===== config.mk =====
export PLATFORM = sky130hd
export DESIGN_NAME = sel_io_port
export DESIGN_NICKNAME = d
export VERILOG_FILES = /design/src/rtl/sio_pkg.sv /design/src/rtl/sio_sync.sv /design/src/rtl/sio_datalatch.sv /design/src/rtl/sio_srq.sv /design/src/rtl/sel_io_port.sv
export SDC_FILE = /design/constraint.sdc
export NUM_CORES = 1
export LEC_CHECK = 0
export ABC_AREA = 1
export BUFFER_PORTS_ARGS = -buffer_cell sky130_fd_sc_hd__buf_2
export CAP_MARGIN = 20
export CORE_MARGIN = 2
export CORE_UTILIZATION = 25
export CTS_BUF_LIST = sky130_fd_sc_hd__clkbuf_16
export DETAILED_ROUTE_END_ITERATION = 8
export PLACE_DENSITY = 0.52
export SETUP_SLACK_MARGIN = 0.02
export SKIP_CTS_REPAIR_TIMING = 1
export SKIP_LAST_GASP = 1
export SYNTH_ARGS = -nofsm -noshare
export SYNTH_HDL_FRONTEND = slang
export SYNTH_HIERARCHICAL = 1
export SYNTH_SLANG_ARGS = --single-unit

===== constraint.sdc =====
create_clock -name clk -period 3.1 [get_ports clk]
set_clock_uncertainty 0.15 [all_clocks]
set_input_delay 0.31 -clock clk [delete_from_list [all_inputs] [get_ports clk]]
set_output_delay 0.31 -clock clk [all_outputs]
set_load 0.005 [all_outputs]

===== src/rtl/sio_pkg.sv =====
package sio_pkg;

  typedef struct packed {
    logic cs_lo_n;
    logic cs_hi;
    logic out_mode;
    logic strobe;
    logic clear_n;
  } sio_ctl_t;

  localparam int unsigned CTL_W = $bits(sio_ctl_t);

  localparam sio_ctl_t CTL_IDLE = '{cs_lo_n: 1'b1, cs_hi: 1'b0, out_mode: 1'b0,
                                    strobe: 1'b0, clear_n: 1'b1};

  function automatic logic is_selected(input logic lo_n, input logic hi);
    return (!lo_n) && hi;
  endfunction

  function automatic logic load_ctl(input logic out_mode, input logic selected,
                                    input logic stb);
    return out_mode ? selected : stb;
  endfunction

  function automatic logic out_enable(input logic out_mode, input logic selected);
    return out_mode | selected;
  endfunction

  function automatic logic req_next(input logic cur, input logic fall,
                                    input logic selected, input logic clr_act);
    if (selected || clr_act) return 1'b0;
    if (fall) return 1'b1;
    return cur;
  endfunction

endpackage


===== src/rtl/sio_sync.sv =====
module sio_sync #(
  parameter int unsigned W      = 8,
  parameter int unsigned STAGES = 2,
  parameter logic [W-1:0] RST_VAL = '0
) (
  input  logic         clk,
  input  logic         rst_n,
  input  logic [W-1:0] d,
  output logic [W-1:0] q
);
  localparam int unsigned LAST = STAGES - 1;

  logic [W-1:0] chain [STAGES];

  generate
    for (genvar s = 0; s < STAGES; s++) begin : g_stage
      if (s == 0) begin : g_first
        always_ff @(posedge clk or negedge rst_n) begin
          if (!rst_n) chain[s] <= RST_VAL;
          else        chain[s] <= d;
        end
      end else begin : g_next
        always_ff @(posedge clk or negedge rst_n) begin
          if (!rst_n) chain[s] <= RST_VAL;
          else        chain[s] <= chain[s-1];
        end
      end
    end
  endgenerate

  assign q = chain[LAST];
endmodule


===== src/rtl/sio_datalatch.sv =====
module sio_datalatch #(
  parameter int unsigned W = 8
) (
  input  logic         clk,
  input  logic         rst_n,
  input  logic         load,
  input  logic         clr_act,
  input  logic [W-1:0] d,
  output logic [W-1:0] q_held,
  output logic [W-1:0] q_view
);
  always_ff @(posedge clk or negedge rst_n) begin
    if (!rst_n)       q_held <= '0;
    else if (load)    q_held <= d;
    else if (clr_act) q_held <= '0;
  end

  assign q_view = load ? d : q_held;
endmodule


===== src/rtl/sio_srq.sv =====
module sio_srq (
  input  logic clk,
  input  logic rst_n,
  input  logic stb_s,
  input  logic selected,
  input  logic clr_act,
  output logic fall,
  output logic req
);
  import sio_pkg::*;

  logic stb_prev;

  always_ff @(posedge clk or negedge rst_n) begin
    if (!rst_n) stb_prev <= 1'b0;
    else        stb_prev <= stb_s;
  end

  assign fall = stb_prev & ~stb_s;

  always_ff @(posedge clk or negedge rst_n) begin
    if (!rst_n) req <= 1'b0;
    else        req <= req_next(req, fall, selected, clr_act);
  end
endmodule


===== src/rtl/sel_io_port.sv =====
module sel_io_port #(
  parameter int unsigned DATA_W      = 8,
  parameter int unsigned SYNC_STAGES = 2
) (
  input  logic              clk,
  input  logic              rst_n,
  input  logic [DATA_W-1:0] din,
  input  logic              cs_lo_n,
  input  logic              cs_hi,
  input  logic              out_mode,
  input  logic              strobe,
  input  logic              clear_n,
  output logic [DATA_W-1:0] dout,
  output logic              dout_oe,
  output logic              int_n
);
  import sio_pkg::*;

  localparam int unsigned IN_W = DATA_W + CTL_W;
  localparam logic [IN_W-1:0] IN_RST = {{DATA_W{1'b0}}, CTL_IDLE};

  logic [IN_W-1:0]   raw_in;
  logic [IN_W-1:0]   smp_in;
  sio_ctl_t          ctl_s;
  logic [DATA_W-1:0] din_s;

  logic              selected;
  logic              load;
  logic              clr_act;
  logic              stb_fall;
  logic              req_q;
  logic [DATA_W-1:0] latch_q;
  logic [DATA_W-1:0] latch_view;

  assign raw_in = {din, cs_lo_n, cs_hi, out_mode, strobe, clear_n};

  sio_sync #(.W(IN_W), .STAGES(SYNC_STAGES), .RST_VAL(IN_RST)) u_sync (
    .clk   (clk),
    .rst_n (rst_n),
    .d     (raw_in),
    .q     (smp_in)
  );

  assign din_s = smp_in[IN_W-1:CTL_W];
  assign ctl_s = sio_ctl_t'(smp_in[CTL_W-1:0]);

  assign selected = is_selected(ctl_s.cs_lo_n, ctl_s.cs_hi);
  assign load     = load_ctl(ctl_s.out_mode, selected, ctl_s.strobe);
  assign clr_act  = ~ctl_s.clear_n;

  sio_datalatch #(.W(DATA_W)) u_latch (
    .clk     (clk),
    .rst_n   (rst_n),
    .load    (load),
    .clr_act (clr_act),
    .d       (din_s),
    .q_held  (latch_q),
    .q_view  (latch_view)
  );

  sio_srq u_srq (
    .clk      (clk),
    .rst_n    (rst_n),
    .stb_s    (ctl_s.strobe),
    .selected (selected),
    .clr_act  (clr_act),
    .fall     (stb_fall),
    .req      (req_q)
  );

  assign dout_oe = out_enable(ctl_s.out_mode, selected);

  generate
    for (genvar b = 0; b < DATA_W; b++) begin : g_gate
      assign dout[b] = latch_view[b] & dout_oe;
    end
  endgenerate

  assign int_n = ~(req_q | selected);
endmodule


After elaboration in Yosys (flattened, before gate mapping)
Index checks and enable logic that the tools add are counted.
- register bits: 36
- bits of input ports: 15
- word-level logic and storage cells: 35
- equal/unequal tests: 1
- bitwise operators: 14
- multiplexer cells: 11
- reduce and logical (&&, ||, !) cells: 4
- operators by type and width (cell ; number):
    8-bit 2-to-1 mux ; 3
    1-bit AND ; 9
    1-bit 2-to-1 mux ; 8
    1-bit inverter ; 3
    2-bit by 1-bit != test with 1-bit output, second input constant ; 1
    1-bit OR ; 2
    2-bit nonzero test ; 1
    1-bit logical AND ; 1
    1-bit logical NOT ; 1
    1-bit logical OR ; 1

Depth between registers and ports, before layout
- depth in word-level cells: 7
- mapped depth: 11

Cells and area by module
The synthesis kept the hierarchy.
- modules (own cells, without submodules) (module ; sequential area each (um^2) ; area an instance (um^2) ; instances ; cells each):
    sio_sync ; 655.6 ; 753.2 ; 1 ; 39
    sio_datalatch ; 200.2 ; 461.7 ; 1 ; 51
    sel_io_port ; 0.0 ; 173.9 ; 1 ; 27
    sio_srq ; 50.0 ; 87.6 ; 1 ; 10

Least setup slack after synthesis
No wires, ideal clock.
- path kind: register to output
- from: register u_sync.chain, in the netlist u_sync/q[4]
- to: output port dout[1]
- path buffers: 4
- data required time: 2.640 ns
- arrival time: 1.442 ns
- stages on the path, launching flop included: 11
- path slack: 1.198 ns
- cell sequence: dfstp_2 buf_4 inv_1 nand2_2 buf_6 o21ai_2 buf_6 buf_12 o21ai_2 inv_1 a21oi_4
- word-level cells in the longest chain between the ends: 5
- elaborated cells between the ends (all ways): 6
- those cells by class: mux: 2; bitwise: 2; reduce/logical: 2
- RTL lines (what ; RTL line ; source):
    from (decl) ; sio_sync.sv:13 ; logic [W-1:0] chain [STAGES];
    from (signal, indexed assignment) ; sio_sync.sv:25 ; else chain[s] <= chain[s-1];
    1-bit logical NOT ; sio_pkg.sv:17 ; return (!lo_n) && hi;
    1-bit logical AND ; sio_pkg.sv:17 ;
    1-bit 2-to-1 mux ; sio_pkg.sv:22 ; return out_mode ? selected : stb;
    via load ; sel_io_port.sv:28 ; logic load;
    8-bit 2-to-1 mux ; sio_datalatch.sv:18 ; assign q_view = load ? d : q_held;
    via latch_view[1] ; sel_io_port.sv:33 ; logic [DATA_W-1:0] latch_view;
    1-bit AND ; sel_io_port.sv:75 ; assign dout[b] = latch_view[b] & dout_oe;
    to (decl) ; sel_io_port.sv:13 ; output logic [DATA_W-1:0] dout,
The timed path passes the listed nets, and every way through them passes these cells.

Worst setup path in the final report
- from: register u_sync.chain, in the netlist u_sync/q[2]
- to: output port dout[0]
- word-level cells in the longest chain between the ends: 3
- elaborated cells between the ends (all ways): 4
- those cells by class: mux: 2; bitwise: 2
- RTL lines (what ; RTL line):
    1-bit 2-to-1 mux ; sio_pkg.sv:22
    via load ; sel_io_port.sv:28
    8-bit 2-to-1 mux ; sio_datalatch.sv:18
    via latch_view[0] ; sel_io_port.sv:33
    1-bit AND ; sel_io_port.sv:75
The timed path passes the listed nets, and every way through them passes these cells.

==> out/metrics.yaml <==
sta:
  final_max_slew_viol_count: 0
  period_share: 0.7616
  grt_setup_unrepaired: "false"
  fin_tns_setup_ns: 0
  timing.hold.ws_ns: -0.03682
  hold_viol: 32
  fin_ws_ns: 0.7392
  setup_viol: 0
  fin_crit_ns: 2.361
  max_freq_mhz: 423.6
  slew_headroom: 0.4960
  worst_pin_slew_ns: 0.7560
clock_tree:
  cts_tree: "built"
  clockBufferDepth: 2
  path_clk_slew_ns: 0.05
  htree_levels: 2
  insertion_delay_ns: 0.27
  cts_buffers: 5
  cts_sinks: 36
  cts_root_buffer: "clkbuf_16"
critical_path:
  path_max_fanout: 11
  r2r_start: "u_sync/q[2]"
  critPathLaunchType: "flop"
  cp.required_ns: 2.64
  cp-end-kind: "output port"
  critical-path-top-delay-family: "buffers and inverters"
  cp.depth: 9
  r2r_cells: 7
  crit_path_cell_trace: "inv_1 -> nand2_2 -> o21ai_2 -> buf_4 -> nand2_1 -> o21ai_2 -> inv_1 -> a21oi_2 -> buf_2"
  crit_arrival_ns: 1.90
  crit_buf_inv: 4
  path_class: "reg -> out"
  critPathSlowestCell: "inv_1"
  cpPeakStageDelay_ns: 0.39
  timing.rr.end: "u_latch/q_held[7]"
  ff2ff_setup_slack_ns: 1.50
cells_and_area:
  layout.cells.non_filler: 228
  fin_nets: 170
  most-common-layout-cells: "dfrtp_1 (32), inv_1 (25), buf_2 (24), nand2_1 (22), dlygate4sd3_1 (13)"
  syn_to_final_growth_pct: 23.11
  layout-drive-gt1-share: 0.3910
  final_common_cell: "dfrtp_1"
  antennaDiodeCount: 0
  postLayoutCoreUtil: 0.3233
synthesis:
  netlist_area_mm2: 0.001473
  ys.warnings.count: 6
  syn_inst: 126
  syn-num-nets: 141
  synth_area_per_cell_um2: 11.69
floorplanning:
  chipWidth_um: 80.75
  start_util: 0.2626
  top_level_ports: 25
  core_area_mm2: 0.005608
  die_area_mm2: 0.006521
  die_h_um: 80.75
  num_rows: 27
placement:
  dp.cells: 207
  routabilityCongestion: 0.6501
  hpwl_mm: 1.441
  portBuffers: 24
  place_ws_ns: 1.019
detailed_routing:
  ant_nets: 0
  drc: 0
  drt-total-wl_mm: 2.084
  routedWlPerCell_um: 9.140
  drt_iter0_drc: 15
  drt_first_pass_iters: 4
  vias_per_cell: 3.346
  vias: 763
run_status:
  violations: "hold timing"
  status: "finished, violations left"
grt:
  grt_pass1_wl_mm: 3.305
  grt.total_usage: 0.06955
  antenna_found_initial: 0
  grt_overflow: 0
  grt_max_degree: 37
  grt_pass1_vias: 741
power:
  power.density_mw_per_mm2: 593.3
  power.leakage_uw: 0.0008984
  vdd_drop_max_uv: 395.7
flow_run:
  cap_violations: 0
hold_path:
  hp-class: "in -> async"
## registers in the layout, indices dropped and copies added (netlist names)
| name | flops |
|---|---|
| u_latch/q_held | 8 |
| u_srq/req | 1 |
| u_srq/stb_prev | 1 |
| u_sync/chain | 13 |
| u_sync/q | 13 |
## metrics by stage
step / instance area [µm²] / power [µW]
CTS: 1683 / 1082
finish: 1813 / 1076
global placement: 1546 / 618.9
global route: 1813 / 1129
detailed placement: 1546 / 619.4
floorplan: 1473 / 597.3
## worst register-to-register path, delay by kind of cell (launching register included)
| family | cells | cell delay [ns] |
|---|---|---|
| buffers and inverters | 2 | 0.61 |
| flip-flops | 1 | 0.36 |
| AO/OA/AOI/OAI | 1 | 0.09 |
| AND/OR/NAND/NOR | 4 | 0.27 |
## final cells by class
class,count,area (µm²)
fill,586,3795
inverter,24,90.09
multi-input combinational,49,325.3
sequential,36,905.9
timing repair buffer,39,265.3
clock buffer,5,125.1
clock inverter,3,11.26
tap,72,90.09
## worst max path at each step
stage / startpoint / to / slack [ns]
4_1_cts: u_sync/q[2] / dout[0] / 0.72
5_1_grt: u_sync/q[2] / dout[0] / 0.56
6_report: u_sync/q[2] / dout[0] / 0.74
3_3_place_gp: u_sync/q[2] / dout[0] / 1.03
2_1_floorplan: u_sync/q[4] / dout[1] / 1.20
3_5_place_dp: u_sync/q[2] / dout[0] / 1.02
## where the power goes
group / switching (µW) / internal, µW / leakage [µW] / total (µW)
clock network: 167 / 288 / 0.0000701 / 455
registers: 10.4 / 500 / 0.000427 / 511
logic: 61.3 / 48.7 / 0.000401 / 110
total: 239 / 837 / 0.000898 / 1080
## routing by layer
layer  vias up  global-route usage  wire [µm]
li1        414                   -          -
met1       325             0.08610       1014
met2        20             0.09750        876
met5         -                   0          0
met3         4             0.02778        163
met4         0             0.05085         31
Power figures use the tool's default switching activity.
